$ cat src/rtl/spi_eng_pkg.sv
package spi_eng_pkg;
  typedef enum logic [2:0] {
    PH_IDLE,
    PH_LEAD,
    PH_BITS,
    PH_TRAIL,
    PH_GAP
  } phase_t;
endpackage

$ cat src/rtl/spi_half_timer.sv
// Half-period tick generator: one-cycle tick every max(half,1) cycles while run.
module spi_half_timer #(
  parameter int DIV_W = 8
) (
  input  logic             clk,
  input  logic             rst,
  input  logic             run,
  input  logic [DIV_W-1:0] half,
  output logic             tick
);
  logic [DIV_W-1:0] cnt;
  logic [DIV_W-1:0] lim;

  assign lim  = (half == '0) ? '0 : half - DIV_W'(1);
  assign tick = run && (cnt >= lim);

  always_ff @(posedge clk) begin
    if (rst || !run) cnt <= '0;
    else if (cnt >= lim) cnt <= '0;
    else cnt <= cnt + DIV_W'(1);
  end
endmodule

$ cat src/rtl/spi_bit_lane.sv
// Transmit and receive shift registers with bit-order selection.
module spi_bit_lane #(
  parameter int WORD_W = 32,
  parameter int CNT_W  = 6
) (
  input  logic              clk,
  input  logic              rst,
  input  logic              load,
  input  logic [WORD_W-1:0] load_word,
  input  logic [CNT_W-1:0]  n,
  input  logic              lsb,
  input  logic              drive,
  input  logic              sample,
  input  logic              miso,
  output logic              mosi,
  output logic [WORD_W-1:0] rx_word
);
  localparam int IDX_W = $clog2(WORD_W);

  logic [WORD_W-1:0] tx_sh, tx_nx, rx_sh, mask;
  logic [IDX_W-1:0]  idx_top;
  logic              seen;

  assign idx_top = IDX_W'(n - CNT_W'(1));

  // A drive edge advances only once the current bit has been sampled.
  always_comb begin
    tx_nx = tx_sh;
    if (load) tx_nx = load_word;
    else if (drive && seen) tx_nx = lsb ? (tx_sh >> 1) : (tx_sh << 1);
  end

  always_comb begin
    mask = (n >= CNT_W'(WORD_W)) ? '1 : ((WORD_W'(1) << n) - WORD_W'(1));
    if (lsb) rx_word = rx_sh >> (CNT_W'(WORD_W) - n);
    else     rx_word = rx_sh & mask;
  end

  always_ff @(posedge clk) begin
    if (rst) begin
      tx_sh <= '0;
      rx_sh <= '0;
      seen  <= 1'b0;
      mosi  <= 1'b0;
    end else begin
      tx_sh <= tx_nx;
      mosi  <= lsb ? tx_nx[0] : tx_nx[idx_top];
      if (load) seen <= 1'b0;
      else if (sample) begin
        seen  <= 1'b1;
        rx_sh <= lsb ? {miso, rx_sh[WORD_W-1:1]} : {rx_sh[WORD_W-2:0], miso};
      end
    end
  end
endmodule

$ cat src/rtl/spi_seq_ctrl.sv
// Transaction sequencer: slave select, clock edges, word boundaries.
module spi_seq_ctrl
  import spi_eng_pkg::*;
#(
  parameter int WORD_W  = 32,
  parameter int LEN_W   = 5,
  parameter int PAUSE_W = 8,
  parameter int DIV_W   = 8
) (
  input  logic               clk,
  input  logic               rst,
  input  logic               go,
  input  logic               tick,
  input  logic               cfg_cpol,
  input  logic               cfg_drive_fall,
  input  logic               cfg_sample_fall,
  input  logic               cfg_lsb_first,
  input  logic [LEN_W-1:0]   cfg_len,
  input  logic               cfg_two_words,
  input  logic [PAUSE_W-1:0] cfg_pause,
  input  logic               cfg_ss_high,
  input  logic               cfg_ss_edge,
  input  logic [DIV_W-1:0]   cfg_half,
  output logic               busy,
  output logic               sclk,
  output logic               ss,
  output logic               drive,
  output logic               sample,
  output logic               load,
  output logic               load_sel,
  output logic               fin,
  output logic               fin_sel,
  output logic               last_done,
  output logic               cur_lsb,
  output logic [LEN_W:0]     cur_n,
  output logic [DIV_W-1:0]   cur_half
);
  localparam int EC_W = LEN_W + 2;

  phase_t             ph;
  logic [EC_W-1:0]    ecnt;
  logic [PAUSE_W:0]   pcnt;
  logic [PAUSE_W-1:0] cur_pause;
  logic               cur_dfall, cur_sfall, cur_two, cur_sshigh, cur_ssedge, wsel;
  logic               edge_now, start;

  assign start     = (ph == PH_IDLE) && go;
  assign edge_now  = tick && ((ph == PH_LEAD) || (ph == PH_BITS));
  // sclk high now means this edge is a falling one.
  assign drive     = edge_now && (sclk ? cur_dfall : !cur_dfall);
  assign sample    = edge_now && (sclk ? cur_sfall : !cur_sfall);
  assign fin       = tick && (ph == PH_TRAIL);
  assign fin_sel   = wsel;
  assign last_done = fin && (!cur_two || wsel);
  assign load      = start || (fin && cur_two && !wsel);
  assign load_sel  = !start;

  always_ff @(posedge clk) begin
    if (rst) begin
      ph   <= PH_IDLE;
      busy <= 1'b0;
      sclk <= 1'b0;
      ss   <= 1'b1;
      ecnt <= '0;
      pcnt <= '0;
      wsel <= 1'b0;
      {cur_dfall, cur_sfall, cur_two, cur_sshigh, cur_ssedge, cur_lsb} <= '0;
      cur_n     <= '0;
      cur_half  <= '0;
      cur_pause <= '0;
    end else begin
      case (ph)
        PH_IDLE: begin
          sclk <= cfg_cpol;
          ss   <= ~cfg_ss_high;
          if (go) begin
            ph         <= PH_LEAD;
            busy       <= 1'b1;
            ss         <= cfg_ss_high;
            wsel       <= 1'b0;
            cur_dfall  <= cfg_drive_fall;
            cur_sfall  <= cfg_sample_fall;
            cur_lsb    <= cfg_lsb_first;
            cur_two    <= cfg_two_words;
            cur_sshigh <= cfg_ss_high;
            cur_ssedge <= cfg_ss_edge;
            cur_pause  <= cfg_pause;
            cur_half   <= cfg_half;
            cur_n      <= (cfg_len == '0) ? (LEN_W+1)'(WORD_W) : {1'b0, cfg_len};
          end
        end
        PH_LEAD: if (tick) begin
          sclk <= ~sclk;
          ecnt <= EC_W'(1);
          ph   <= PH_BITS;
          if (cur_ssedge) ss <= ~cur_sshigh;
        end
        PH_BITS: if (tick) begin
          sclk <= ~sclk;
          ecnt <= ecnt + EC_W'(1);
          if (ecnt == ({cur_n, 1'b0} - EC_W'(1))) ph <= PH_TRAIL;
        end
        PH_TRAIL: if (tick) begin
          if (cur_two && !wsel) begin
            wsel <= 1'b1;
            pcnt <= {cur_pause, 1'b0};
            ph   <= (cur_pause == '0) ? PH_LEAD : PH_GAP;
          end else begin
            ph   <= PH_IDLE;
            busy <= 1'b0;
            ss   <= ~cur_sshigh;
          end
        end
        PH_GAP: if (tick) begin
          pcnt <= pcnt - (PAUSE_W+1)'(1);
          if (pcnt == (PAUSE_W+1)'(1)) ph <= PH_LEAD;
        end
        default: ph <= PH_IDLE;
      endcase
    end
  end
endmodule

$ cat src/rtl/spi_xfer_master.sv
module spi_xfer_master #(
  parameter int WORD_W  = 32,
  parameter int LEN_W   = $clog2(WORD_W),
  parameter int PAUSE_W = 8,
  parameter int DIV_W   = 8
) (
  input  logic               clk,
  input  logic               rst,
  input  logic               cfg_cpol,
  input  logic               cfg_drive_fall,
  input  logic               cfg_sample_fall,
  input  logic               cfg_lsb_first,
  input  logic [LEN_W-1:0]   cfg_len,
  input  logic               cfg_two_words,
  input  logic [PAUSE_W-1:0] cfg_pause,
  input  logic               cfg_ss_high,
  input  logic               cfg_ss_edge,
  input  logic [DIV_W-1:0]   cfg_half,
  input  logic [WORD_W-1:0]  tx_word0,
  input  logic [WORD_W-1:0]  tx_word1,
  input  logic               tx_wr,
  input  logic               go,
  input  logic               miso,
  output logic               busy,
  output logic               tx_empty,
  output logic [WORD_W-1:0]  rx_word0,
  output logic [WORD_W-1:0]  rx_word1,
  output logic               sclk,
  output logic               ss,
  output logic               mosi
);
  localparam int CNT_W = LEN_W + 1;

  logic              tick, drive, sample, load, load_sel, fin, fin_sel, last_done, cur_lsb;
  logic [CNT_W-1:0]  cur_n;
  logic [DIV_W-1:0]  cur_half;
  logic [WORD_W-1:0] lane_rx;
  logic              wr_seen;

  spi_half_timer #(.DIV_W(DIV_W)) u_timer (
    .clk(clk), .rst(rst), .run(busy), .half(cur_half), .tick(tick)
  );

  spi_seq_ctrl #(
    .WORD_W(WORD_W), .LEN_W(LEN_W), .PAUSE_W(PAUSE_W), .DIV_W(DIV_W)
  ) u_ctrl (
    .clk(clk), .rst(rst), .go(go), .tick(tick),
    .cfg_cpol(cfg_cpol), .cfg_drive_fall(cfg_drive_fall),
    .cfg_sample_fall(cfg_sample_fall), .cfg_lsb_first(cfg_lsb_first),
    .cfg_len(cfg_len), .cfg_two_words(cfg_two_words), .cfg_pause(cfg_pause),
    .cfg_ss_high(cfg_ss_high), .cfg_ss_edge(cfg_ss_edge), .cfg_half(cfg_half),
    .busy(busy), .sclk(sclk), .ss(ss), .drive(drive), .sample(sample),
    .load(load), .load_sel(load_sel), .fin(fin), .fin_sel(fin_sel),
    .last_done(last_done), .cur_lsb(cur_lsb), .cur_n(cur_n), .cur_half(cur_half)
  );

  spi_bit_lane #(.WORD_W(WORD_W), .CNT_W(CNT_W)) u_lane (
    .clk(clk), .rst(rst), .load(load),
    .load_word(load_sel ? tx_word1 : tx_word0),
    .n(load_sel ? cur_n : ((cfg_len == '0) ? CNT_W'(WORD_W) : {1'b0, cfg_len})),
    .lsb(load_sel ? cur_lsb : cfg_lsb_first),
    .drive(drive), .sample(sample), .miso(miso),
    .mosi(mosi), .rx_word(lane_rx)
  );

  always_ff @(posedge clk) begin
    if (rst) begin
      rx_word0 <= '0;
      rx_word1 <= '0;
      tx_empty <= 1'b1;
      wr_seen  <= 1'b0;
    end else begin
      if (fin && !fin_sel) rx_word0 <= lane_rx;
      if (fin &&  fin_sel) rx_word1 <= lane_rx;
      if (go && !busy) wr_seen <= 1'b0;
      if (tx_wr) begin
        wr_seen  <= 1'b1;
        tx_empty <= 1'b0;
      end
      if (last_done && !wr_seen && !tx_wr) tx_empty <= 1'b1;
    end
  end
endmodule

$ cat config.mk
export PLATFORM = sky130hd
export DESIGN_NAME = spi_xfer_master
export DESIGN_NICKNAME = d
export VERILOG_FILES = /design/src/rtl/spi_eng_pkg.sv /design/src/rtl/spi_half_timer.sv /design/src/rtl/spi_bit_lane.sv /design/src/rtl/spi_seq_ctrl.sv /design/src/rtl/spi_xfer_master.sv
export SDC_FILE = /design/constraint.sdc
export NUM_CORES = 1
export LEC_CHECK = 0
export ABC_AREA = 0
export CORE_MARGIN = 1
export CORE_UTILIZATION = 60
export DETAILED_ROUTE_END_ITERATION = 10
export PLACE_DENSITY_LB_ADDON = 0.12
export SYNTH_ARGS = -nofsm -noshare
export SYNTH_HDL_FRONTEND = slang
export SYNTH_SLANG_ARGS = --single-unit
$ cat constraint.sdc
create_clock -name clk -period 13.73 [get_ports clk]
set_input_delay 2.746 -clock clk [delete_from_list [all_inputs] [get_ports clk]]
set_output_delay 2.746 -clock clk [all_outputs]
set_load 0.02 [all_outputs]
After elaboration in Yosys (flattened, before gate mapping)
Index checks and enable logic that the tools add are counted.
{"block": "word_totals", "input_bits": 97, "out_inout_bits": 69, "reg_bits": 191}
{"block": "op_classes", "n_lt_le_gt_ge": 3, "n_addsub": 8, "n_shift": 2, "reduce_logical": 50, "n_bitwise": 5, "eq_ne": 17, "n_mux": 51}
{"cell": "32-bit two-way mux", "n": 7}
{"cell": "32-bit bitwise AND", "n": 1}
{"cell": "1-bit by 6-bit left shift with 32-bit output (first input constant)", "n": 1}
{"cell": "32-bit by 6-bit right shift with 32-bit output", "n": 1}
{"cell": "32-bit by 1-bit subtractor with 32-bit output (second input constant)", "n": 1}
{"cell": "3-bit two-way mux", "n": 9}
{"cell": "9-bit two-way mux", "n": 3}
{"cell": "1-bit two-way mux", "n": 19}
{"cell": "9-bit one-hot mux with 2 select lines", "n": 1}
{"cell": "1-bit logical AND", "n": 16}
{"cell": "8-bit zero test", "n": 2}
{"cell": "3-bit one-hot mux with 5 select lines", "n": 1}
{"cell": "7-bit two-way mux", "n": 2}
{"cell": "2-bit by 1-bit inequality test with 1-bit output (second input constant)", "n": 7}
{"cell": "7-bit one-hot mux with 2 select lines", "n": 1}
{"cell": "6-bit two-way mux", "n": 2}
{"cell": "4-bit AND reduction", "n": 3}
{"cell": "2-bit nonzero test", "n": 5}
{"cell": "9-bit by 1-bit equality test with 1-bit output (second input constant)", "n": 1}
{"cell": "9-bit by 1-bit subtractor with 9-bit output (second input constant)", "n": 1}
{"cell": "8-bit by 1-bit adder with 8-bit output (second input constant)", "n": 1}
{"cell": "8-bit >= comparator", "n": 1}
{"cell": "8-bit two-way mux", "n": 1}
{"cell": "2-bit inequality test (second input constant)", "n": 4}
{"cell": "other kinds (25)", "n": 45}

Longest topological paths before layout
Gate-level depths: netlist of the first run.
{"block": "logic_depth", "depth_word": 12, "ltp_mapped": 23, "depth_no_buf": 17}

By module
A second synthesis of the first run with hierarchy kept.
{"block": "hier_totals", "cells_unflattened": 1645, "area_unflattened_um2": 12768.5}
{"mod": "spi_bit_lane", "n_inst": 1, "cells_per_inst": 916, "area_each_um2": 6668.9, "seq_area_each_um2": 1321.3}
{"mod": "spi_xfer_master", "n_inst": 1, "cells_per_inst": 334, "area_each_um2": 2924.1, "seq_area_each_um2": 1321.3}
{"mod": "spi_seq_ctrl", "n_inst": 1, "cells_per_inst": 318, "area_each_um2": 2489.9, "seq_area_each_um2": 1021.0}
{"mod": "spi_half_timer", "n_inst": 1, "cells_per_inst": 77, "area_each_um2": 685.7, "seq_area_each_um2": 160.2}

Worst setup path before layout of the first run
No wires, ideal clock.
{"block": "synth_timing", "path_kind": "input to register", "startpoint": "in go", "endpoint": "reg u_lane.mosi", "path_buffers": 7, "stages": 19, "arrival_time_ps": 6971, "setup_time_ps": 131, "path_slack_ps": 6628, "required_time_ps": 13599, "cell_sequence": "nor4b_4 buf_2 buf_1 clkbuf_1 clkbuf_1 nor2_1 a21oi_1 ha_1 clkbuf_1 inv_1 clkbuf_1 clkbuf_1 nand2_1 a221o_1 o22ai_1 a31oi_1 a221o_1 a21oi_1 o32ai_1"}
{"block": "synth_between", "elab_chain_len": 8, "elab_cells_between_ends": 12, "classes_between": "add/sub (1); mux (9); reduce/logical (2)"}
{"item": "start, declared", "line_no": "spi_xfer_master.sv:22", "rtl": "input logic go,"}
{"item": "1-bit logical AND (*)", "line_no": "spi_seq_ctrl.sv:47", "rtl": "assign start = (ph == PH_IDLE) && go;"}
{"item": "parallel branches: the longest is 6 deep, another holds 5-bit by 1-bit subtractor with 5-bit output"}
{"item": "1-bit two-way mux (*)", "line_no": "spi_bit_lane.sv:47", "rtl": "mosi <= lsb ? tx_nx[0] : tx_nx[idx_top];"}
{"item": "end signal, assigned", "line_no": "spi_bit_lane.sv:47"}
{"item": "end, declared", "line_no": "spi_bit_lane.sv:15", "rtl": "output logic mosi,"}
Mark *: on every way between the ends. The select of a mux whose other input is x is not followed.
A chain may end at the register's enable or synchronous reset.

Worst setup path after layout of the first run
{"block": "layout_timing", "startpoint": "in go", "endpoint": "reg rx_word0[24]"}
{"block": "layout_between", "elab_chain_len": 7, "elab_cells_between_ends": 11, "classes_between": "add/sub (2); order compare (1); shift (2); mux (4); bitwise (1); reduce/logical (1)"}
{"item": "1-bit logical AND (*)", "line_no": "spi_seq_ctrl.sv:47"}
{"item": "6-bit two-way mux", "line_no": "spi_xfer_master.sv:60", "rtl": ".n(load_sel ? cur_n : ((cfg_len == '0) ? CNT_W'(WORD_W) : {1'b0, cfg_len})),"}
{"item": "1-bit by 6-bit left shift with 32-bit output", "line_no": "spi_bit_lane.sv:34", "rtl": "mask = (n >= CNT_W'(WORD_W)) ? '1 : ((WORD_W'(1) << n) - WORD_W'(1));"}
{"item": "32-bit by 1-bit subtractor with 32-bit output", "line_no": "spi_bit_lane.sv:34"}
{"item": "32-bit two-way mux", "line_no": "spi_bit_lane.sv:34"}
{"item": "32-bit bitwise AND", "line_no": "spi_bit_lane.sv:36", "rtl": "else rx_word = rx_sh & mask;"}
{"item": "32-bit two-way mux (*)", "line_no": "spi_bit_lane.sv:35", "rtl": "if (lsb) rx_word = rx_sh >> (CNT_W'(WORD_W) - n);"}
{"item": "end signal, assigned", "line_no": "spi_xfer_master.sv:73", "rtl": "if (fin && !fin_sel) rx_word0 <= lane_rx;"}
{"item": "end, declared", "line_no": "spi_xfer_master.sv:26", "rtl": "output logic [WORD_W-1:0] rx_word0,"}
Mark *: on every way between the ends. The rest lies on a longest branch, timed or not.

==> results.json, run 1 <==
{
  "critPathCapture": "rx_word0[24]",
  "critical_path_buf_inv_count": 3,
  "cts.hold.buffers_added": 0,
  "numCtsBuffers": 17,
  "number_of_antenna_violations_at_the_first_check_in_global_routing": 1,
  "report.final.setup_viol": 0,
  "critical_path_class": "in2reg",
  "postLayoutCoreUtil": 0.728,
  "die_x_microns": 144,
  "critPathMostFrequentCell": "nor2_1",
  "wire_per_inst_microns": 20.1,
  "layout-drive-gt1-share": 0.0695,
  "drtPass1Iterations": 5,
  "worst_setup_hold_path_clk_slew_ns": 0.07,
  "critPathTopFamily": "simple AND/OR/NAND/NOR gates",
  "rr_startpoint": "u_ctrl.ph[0]",
  "setup.reg_to_reg.worst_slack_ns": 7.91,
  "critPathArrivalTime_ns": 8.33,
  "synthFlopType": "dfxtp_1",
  "area_delta_synth_final_pct": 17.8,
  "synth_fp_nets": 1685,
  "top_routing_layer_used": "met4",
  "crit-reg2reg-capture": "rx_word0[24]",
  "clk-insertion-delay-late_ns": 0.45,
  "post_cts_setup_driven_buffer_insertion_count": 0,
  "number_of_global_route_vias_before_repair": 11100,
  "final_area_sq_mm": 0.0143,
  "grt-ovfl-total": 0,
  "pre_cts_ws_ns": 5.44,
  "yosys.area.top_type": "dfxtp_1",
  "skew_ns": 0.0215,
  "first_drt_iteration_drcs": 1149,
  "post-route-period-util": 0.581,
  "run_status": "complete, no violations",
  "number_of_levels_the_h_tree_was_split_into": 4,
  "post_cts_resized": 0,
  "routed-wl-met3_microns": 4130,
  "netSwitchingFraction": 0.373,
  "clock_power_share": 0.306,
  "timing.critical_path.cells": "clkdlybuf4s50_1 > nor4b_4 > buf_4 > mux2i_2 > inv_2 > ha_1 > nor2_1 > nor4b_1 > o221ai_2 > a21oi_2 > a221oi_1 > a41o_1 > o22ai_1 > nor2_1 > nor3_1",
  "max_clock_freq_mhz": 125,
  "effective_utilization_at_floorplan": 0.618,
  "core_sq_mm": 0.0197,
  "final.min_clock_period_ns": 7.98,
  "detail_route.drc_violations": 0,
  "place_area_sq_mm": 0.0137,
  "number_of_synthesized_flops_with_an_enable_pin": 0,
  "timing.hold.worst.class": "reg2reg",
  "synth.ff_latch_count": 191,
  "synth.cell_area_sq_mm": 0.0121,
  "grt_first_pass_wirelength_microns": 59300,
  "route.detailed.vias_per_inst": 6.52,
  "number_of_filler_cells_placed_in_the_layout": 1585,
  "number_of_buffers_on_the_longest_clock_path": 2,
  "worst-path-max-fanout": 69,
  "worstPathRequired_ns": 14.08,
  "seq_power_share": 0.369,
  "gp_routability_congestion": 1.01,
  "clk_root_buffer_cell": "clkbuf_16",
  "final_hold_viol_count": 0,
  "p_leak_nw": 4.89,
  "die_y_microns": 144,
  "post-route-worst-setup-slack_ns": 5.75,
  "critPathLaunchType": "input pin",
  "maximum_number_of_pins_on_one_net_before_global_route_repair": 72,
  "worst_path_largest_cell_delay_ns": 0.81,
  "slew_headroom": 0.160,
  "drt-total-wl_microns": 38500,
  "dpl.hpwl_microns": 27500,
  "cts.sinks": 191,
  "cell_type_of_the_slowest_stage_on_the_worst_timing_path": "nor4b_1",
  "numPortBuffers": 165,
  "power_density_over_cell_area_mw_per_mm2": 113,
  "rsz0062_at_grt": "no",
  "row_count": 51,
  "synthesis.yosys.warnings": 0,
  "holdWs_ns": 0.468,
  "gr-usage-all-layers": 0.369,
  "internal_power_mw": 1.02,
  "nets": 1761,
  "ios": 166,
  "synth_area_per_cell_sq_um": 7.76,
  "synth_largest_type_area_fraction": 0.315,
  "power_frac_comb": 0.325,
  "asyncSetResetFlopFracSynth": 0,
  "via_count": 12500,
  "layout.cells.most_common": "nor2_1",
  "tritoncts": "built",
  "timing_max_transition_violations_final": 0,
  "critical_path_depth": 15,
  "crit_start": "go",
  "finalSetupTns_ns": 0,
  "postRouteAntennaNets": 0,
  "max-cap-violations": 0,
  "total_switching_power_uw": 605,
  "ys_types": 91,
  "reg2reg_depth": 14,
  "final_cell_mix": "245 x nor2_1, 241 x nand2_1, 191 x dfxtp_1, 164 x clkdlybuf4s50_1, 107 x a21oi_1",
  "routedLengthMet1_microns": 16600,
  "timing_worst_slew_pin_value_ns": 1.25,
  "met2WireLength_microns": 16800,
  "irDropWorstVdd_uv": 93.3,
  "seq_area_frac_synth": 0.315,
  "synth_top_cells_by_area": "dfxtp_1 31%, nor2_1 7.6%, nand2_1 7.4%, mux4_2 4.8%, mux2i_1 4.7%",
  "floorplan.die_area_sq_mm": 0.0208,
  "crit_path_end_kind": "flop",
  "synthCells": 1566
}
## layer usage
metal | global-route usage | vias to the layer above
met3 | 0.0957 | 85
met5 | 0 | -
li1 | - | 5858
met4 | 0.129 | 0
met1 | 0.509 | 5901
met2 | 0.553 | 681
## stage by stage
step	total power, mW	cells
after detailed placement	1.12	1888
final	1.62	1920
after global routing	1.69	1920
after floorplan	0.990	1566
after CTS	1.61	1919
after global placement	1.11	1888
## worst min path at each step
stage          depth (start not counted)                 to              start  slack (ns)
2_1_floorplan                          2  u_ctrl.cur_sshigh  u_ctrl.cur_sshigh        0.44
3_3_place_gp                           2  u_ctrl.cur_sshigh  u_ctrl.cur_sshigh        0.45
3_5_place_dp                           2  u_ctrl.cur_ssedge  u_ctrl.cur_ssedge        0.46
4_1_cts                                2  u_ctrl.cur_ssedge  u_ctrl.cur_ssedge        0.47
5_1_grt                                2  u_ctrl.cur_sshigh  u_ctrl.cur_sshigh        0.49
6_report                               2  u_ctrl.cur_ssedge  u_ctrl.cur_ssedge        0.47
## cells by family after synthesis
kind of cell	count (synthesis)	share of synthesized area
AO/OA/AOI/OAI	421	0.240
XOR/XNOR	41	0.0308
adder cells (fa/ha/maj)	23	0.0235
buffers and inverters	147	0.0525
flip-flops	191	0.315
multiplexers	92	0.106
AND/OR/NAND/NOR	651	0.233
## flip-flops by register name, summed over array words and instances (netlist names), 7 cells and up
signal            flops
rx_word1             32
u_ctrl.cur_half       8
u_ctrl.ecnt           7
rx_word0             32
u_ctrl.pcnt           9
u_lane.rx_sh         32
u_ctrl.cur_pause      8
u_lane.tx_sh         32
u_timer.cnt           8
## worst reg2reg max path: cells and delay by family (launching register included)
kind / cells / cell delay [ns]
buffers and inverters: 2 / 0.96
muxes: 1 / 0.75
DFF: 1 / 0.57
adders and majority gates: 1 / 0.47
AOI/OAI and AO/OA: 5 / 1.23
and+or+nand+nor: 5 / 1.75
## synthesized netlist by cell type (all sizes together), types with 7 or more instances
cell type,number
nor2,247
nand2,241
dfxtp,191
a21oi,110
clkbuf,88
a211oi,73
mux2i,60
o21ai,51
nor3,48
buf,36
nand3,34
a311oi,33
mux4,26
a31oi,25
xnor2,23
ha,22
inv,22
a221oi,18
o22ai,18
xor2,18
and2,13
and3,11
nand2b,10
o211ai,10
or3,8
a221o,7
a22oi,7
nand4,7
## power groups by stage
stage / Combinational (mW) / Clock [mW] / Sequential, mW
detailed placement: 0.512 / 0 / 0.609
global placement: 0.506 / 0 / 0.609
global route: 0.567 / 0.521 / 0.601
floorplan: 0.387 / 0 / 0.603
finish: 0.528 / 0.496 / 0.598
CTS: 0.515 / 0.501 / 0.597
## cell type report
type / instances / area, sq um / area share
antenna: 1 / 2.50 / 0.000175
clock buffer: 17 / 425 / 0.0297
clock inverter: 14 / 163 / 0.0114
inverter: 23 / 86.3 / 0.00603
multi-input combinational: 1228 / 7710 / 0.539
sequential: 191 / 3820 / 0.267
tap: 265 / 332 / 0.0232
timing repair buffer: 181 / 1770 / 0.124
Note: power is estimated with default switching activity, not from simulation.
==> inputs of run 2 (changes only) <==
--- a/config.mk
+++ b/config.mk
@@ -7,7 +7,7 @@
 export LEC_CHECK = 0
 export ABC_AREA = 0
 export CORE_MARGIN = 1
-export CORE_UTILIZATION = 60
+export CORE_UTILIZATION = 56
 export DETAILED_ROUTE_END_ITERATION = 10
 export PLACE_DENSITY_LB_ADDON = 0.12
 export SYNTH_ARGS = -nofsm -noshare
==> constraint.sdc (replaced) <==
create_clock -name clk -period 8.1 [get_ports clk]
set_input_delay 1.62 -clock clk [delete_from_list [all_inputs] [get_ports clk]]
set_output_delay 1.62 -clock clk [all_outputs]
set_load 0.02 [all_outputs]
==> results.json, run 2 (same netlist as run 1, synthesis figures left out) <==
{
  "dpl.cell_count": 1902,
  "gr-usage-all-layers": 0.349,
  "finalSetupTns_ns": 0,
  "number_of_levels_the_h_tree_was_split_into": 4,
  "numCtsBuffers": 17,
  "die_y_microns": 149,
  "drt-total-wl_microns": 38800,
  "max_clock_freq_mhz": 149,
  "cts.hold.buffers_added": 0,
  "clk_root_buffer_cell": "clkbuf_16",
  "tritoncts": "built",
  "final_hold_viol_count": 0,
  "area_delta_synth_final_pct": 18.3,
  "worst_hold_startpoint": "u_ctrl.cur_sshigh",
  "global_route.peak_usage_layer": "met2",
  "nets": 1765,
  "effective_utilization_at_floorplan": 0.574,
  "cts.sinks": 191,
  "p_leak_nw": 4.92,
  "final.min_clock_period_ns": 6.73,
  "grt.met1_usage": 0.500,
  "max-cap-violations": 0,
  "run_status": "complete, no violations",
  "maximum_number_of_pins_on_one_net_before_global_route_repair": 102,
  "drtPass1Iterations": 7,
  "critPathLaunchType": "input pin",
  "rr_startpoint": "u_ctrl.ph[2]",
  "timing.hold.worst.class": "reg2reg",
  "slew_headroom": 0.234,
  "min_path_cells": 2,
  "wire_per_inst_microns": 20.1,
  "postRouteAntennaNets": 0,
  "post_cts_resized": 0,
  "critPathArrivalTime_ns": 7.09,
  "via_count": 12400,
  "first_drt_iteration_drcs": 1187,
  "gp_routability_congestion": 0.992,
  "timing_worst_slew_pin_value_ns": 1.14,
  "detail_route.drc_violations": 0,
  "worst-path-max-fanout": 44,
  "die_x_microns": 149,
  "post-route-period-util": 0.831,
  "final-instance-count-excl-fill": 1934,
  "postLayoutCoreUtil": 0.679,
  "number_of_global_route_vias_before_repair": 11000,
  "groute.layer.met2.usage": 0.519,
  "floorplan.die_area_sq_mm": 0.0223,
  "timing_max_transition_violations_final": 0,
  "clk-insertion-delay-late_ns": 0.45,
  "final_cell_mix": "245 x nor2_1, 241 x nand2_1, 191 x dfxtp_1, 164 x clkdlybuf4s50_1, 107 x a21oi_1",
  "grt_first_pass_wirelength_microns": 60900,
  "crit_start": "go",
  "critical_path_class": "in2reg",
  "place_area_sq_mm": 0.0138,
  "layout-drive-gt1-share": 0.0717,
  "number_of_antenna_violations_at_the_first_check_in_global_routing": 1,
  "cell_type_of_the_slowest_stage_on_the_worst_timing_path": "nor4b_1",
  "dpl.hpwl_microns": 27800,
  "grt-ovfl-total": 0,
  "antennaDiodeCount": 0,
  "irDropWorstVdd_uv": 142,
  "crit_path_end_kind": "flop",
  "final_area_sq_mm": 0.0144,
  "post_cts_setup_driven_buffer_insertion_count": 0,
  "worst_setup_hold_path_clk_slew_ns": 0.08,
  "rsz0062_at_grt": "no",
  "skew_ns": 0.0149,
  "core_sq_mm": 0.0212,
  "number_of_buffers_on_the_longest_clock_path": 2,
  "ios": 166,
  "report.final.setup_viol": 0,
  "worst_path_largest_cell_delay_ns": 0.80,
  "reg2reg_depth": 14,
  "row_count": 53,
  "worstPathRequired_ns": 8.46,
  "layout.cells.most_common": "nor2_1",
  "power_density_over_cell_area_mw_per_mm2": 193,
  "global_route.usage.met3": 0.0884,
  "timing.critical_path.cells": "clkdlybuf4s50_1 > nor4b_4 > mux2_4 > clkinv_1 > ha_1 > ha_1 > nor2_1 > nor4b_1 > o221ai_2 > a21oi_2 > a221oi_1 > a41o_1 > o22ai_1 > nor2_1 > nor3_1",
  "numPortBuffers": 165,
  "route.detailed.vias_per_inst": 6.42
}
[run 2: changes by cell type in the layout (fill, tap and decap cells not counted), sizes merged]
cell,delta
diode,-1
clkbuf,+1
inv,-3
buf,+4
clkinv,+3
[run 2: final cells by class]
class                      count  area (sq um)
multi-input combinational   1228          7720
timing repair buffer         185          1800
inverter                      23          86.3
sequential                   191          3820
fill                        1832          6790
clock buffer                  18           429
tap                          275           344
clock inverter                14           168
[run 2: worst max-delay path, delay by kind of cell]
family / cells / cell delay, ns
AO/OA/AOI/OAI: 5 / 1.20
adder cells (fa/ha/maj): 2 / 0.78
buffers and inverters: 2 / 1.15
multiplexers: 1 / 0.69
AND/OR/NAND/NOR: 5 / 1.63
[run 2: final timing paths]
check	endpoint	slack, ns
worst max-delay path	rx_word0[24]	1.37
worst min-delay path	u_ctrl.cur_sshigh	0.46
worst max register to register	rx_word0[24]	2.44
worst min register to register	u_ctrl.cur_sshigh	0.46
[run 2: layer usage]
layer / up-vias / share of wire
met1: 5833 / 0.45
li1: 5875 / -
met3: 78 / 0.10
met5: - / 0.00028
met4: 2 / 0.022
met2: 626 / 0.43
[run 2: through the flow]
step / hold slack [ns] / total power, mW / setup slack (ns)
2_1_floorplan: 0.436 / 1.68 / 2.12
3_3_place_gp: 0.449 / 1.91 / 1.19
3_5_place_dp: 0.453 / 1.91 / 1.04
4_1_cts: 0.465 / 2.75 / 1.41
5_1_grt: 0.501 / 2.89 / 0.830
6_report: 0.464 / 2.77 / 1.37
[run 2: power by group]
| group | switching [mW] | internal (mW) |
|---|---|---|
| logic | 0.567 | 0.340 |
| registers | 0.0399 | 0.973 |
| clock network | 0.434 | 0.417 |
==> inputs of run 3 (changes only) <==
==> constraint.sdc (replaced) <==
create_clock -name clk -period 6.6 [get_ports clk]
set_input_delay 1.32 -clock clk [delete_from_list [all_inputs] [get_ports clk]]
set_output_delay 1.32 -clock clk [all_outputs]
set_load 0.02 [all_outputs]
==> results.json, run 3 (same netlist as run 1, synthesis figures left out) <==
{
  "number_of_global_route_vias_before_repair": 11100,
  "max_clock_freq_mhz": 172,
  "number_of_antenna_violations_at_the_first_check_in_global_routing": 0,
  "skew_ns": 0.0162,
  "antennaDiodeCount": 0,
  "clk_root_buffer_cell": "clkbuf_16",
  "global_route.peak_usage_layer": "met1",
  "grt_first_pass_wirelength_microns": 61600,
  "final_cell_mix": "245 x nor2_1, 241 x nand2_1, 191 x dfxtp_1, 164 x clkdlybuf4s50_1, 107 x a21oi_1",
  "place_area_sq_mm": 0.0138,
  "post_cts_setup_driven_buffer_insertion_count": 0,
  "die_y_microns": 149,
  "finalSetupTns_ns": 0,
  "critPathArrivalTime_ns": 6.17,
  "tritoncts": "built",
  "final_area_sq_mm": 0.0145,
  "pre_cts_ws_ns": 0.608,
  "nets": 1773,
  "grt.met1_usage": 0.523,
  "cts.hold.buffers_added": 0,
  "cts.sinks": 191,
  "drtPass1Iterations": 6,
  "clk-insertion-delay-late_ns": 0.45,
  "floorplan.die_area_sq_mm": 0.0223,
  "row_count": 53,
  "timing_worst_slew_pin_value_ns": 1.22,
  "crit_path_end_kind": "flop",
  "area_delta_synth_final_pct": 19.0,
  "timing.critical_path.cells": "clkdlybuf4s50_1 > nor4b_4 > nor2_1 > a21oi_1 > ha_1 > inv_1 > buf_12 > mux2i_1 > mux2i_1 > mux2i_1 > a32o_1 > a21oi_1 > a211oi_1",
  "final.min_clock_period_ns": 5.81,
  "postRouteAntennaNets": 0,
  "core_sq_mm": 0.0212,
  "effective_utilization_at_floorplan": 0.574,
  "worst_setup_hold_path_clk_slew_ns": 0.08,
  "detail_route.drc_violations": 0,
  "timing_max_transition_violations_final": 0,
  "final-instance-count-excl-fill": 1942,
  "via_count": 12500,
  "max-cap-violations": 0,
  "gp_routability_congestion": 1.00,
  "setup.reg_to_reg.worst_slack_ns": 1.59,
  "first_drt_iteration_drcs": 1233,
  "post-route-period-util": 0.881,
  "critPathMostFrequentCell": "mux2i_1",
  "route.detailed.vias_per_inst": 6.46,
  "power_density_over_cell_area_mw_per_mm2": 237,
  "timing.hold.worst.class": "reg2reg",
  "post_cts_resized": 0,
  "number_of_buffers_on_the_longest_clock_path": 2,
  "p_leak_nw": 4.97,
  "critPathLaunchType": "input pin",
  "run_status": "complete, no violations",
  "layout-drive-gt1-share": 0.0768,
  "groute.layer.met2.usage": 0.522,
  "worstPathRequired_ns": 6.96,
  "numCtsBuffers": 17,
  "number_of_filler_cells_placed_in_the_layout": 1842,
  "numPortBuffers": 165,
  "number_of_levels_the_h_tree_was_split_into": 4,
  "gr-usage-all-layers": 0.355,
  "final_hold_viol_count": 0,
  "critical_path_class": "in2reg",
  "worst-path-max-fanout": 31,
  "slew_headroom": 0.177,
  "global_route.usage.met3": 0.0584,
  "cell_type_of_the_slowest_stage_on_the_worst_timing_path": "nor4b_4",
  "maximum_number_of_pins_on_one_net_before_global_route_repair": 93,
  "postLayoutCoreUtil": 0.683,
  "post-route-worst-setup-slack_ns": 0.787,
  "irDropWorstVdd_uv": 182,
  "grt-ovfl-total": 0,
  "post-layout-total-power_mw": 3.43,
  "ios": 166,
  "worst_path_largest_cell_delay_ns": 0.74,
  "dpl.hpwl_microns": 28000,
  "holdWs_ns": 0.464,
  "report.final.setup_viol": 0,
  "layout.cells.most_common": "nor2_1",
  "drt-total-wl_microns": 39100,
  "dpl.cell_count": 1910,
  "die_x_microns": 149,
  "rsz0062_at_grt": "no",
  "wire_per_inst_microns": 20.2
}
-- run 3: changes by cell type in the layout (fill, tap and decap cells not counted), sizes merged --
cell    previous run  this run
clkbuf            18        17
buf               21        29
clkinv             9        10
-- run 3: layout make-up --
| cell class | instances | area [sq um] | share of cell area |
|---|---|---|---|
| Clock buffer | 17 | 425 | 0.0294 |
| Clock inverter | 15 | 188 | 0.0130 |
| Inverter | 23 | 86.3 | 0.00597 |
| Multi-Input combinational cell | 1228 | 7720 | 0.534 |
| Sequential cell | 191 | 3820 | 0.264 |
| Tap cell | 275 | 344 | 0.0238 |
| Timing Repair Buffer | 193 | 1870 | 0.129 |
-- run 3: worst max-delay path: cells and delay by family --
| kind | cells | cell delay (ns) |
|---|---|---|
| muxes | 3 | 1.46 |
| buffers and inverters | 3 | 1.21 |
| AOI/OAI and AO/OA | 4 | 0.90 |
| and+or+nand+nor | 2 | 0.82 |
| adders and majority gates | 1 | 0.44 |
-- run 3: worst paths after layout --
kind | depth (start not counted) | to | start
worst max-delay path | 13 | rx_word1[0] | go
worst min-delay path | 2 | u_ctrl.cur_ssedge | u_ctrl.cur_ssedge
worst min register to register | 2 | u_ctrl.cur_ssedge | u_ctrl.cur_ssedge
worst max register to register | 12 | rx_word1[0] | u_ctrl.ph[0]
-- run 3: layer usage --
layer,part of all wire,wire [microns]
met4,0.025,995
met3,0.089,3480
met1,0.45,17700
met5,0,0
met2,0.43,17000
-- run 3: where the power goes --
group | internal (mW) | switching [mW]
Combinational | 0.428 | 0.702
Sequential | 1.19 | 0.0490
Clock | 0.516 | 0.542
Total | 2.14 | 1.29
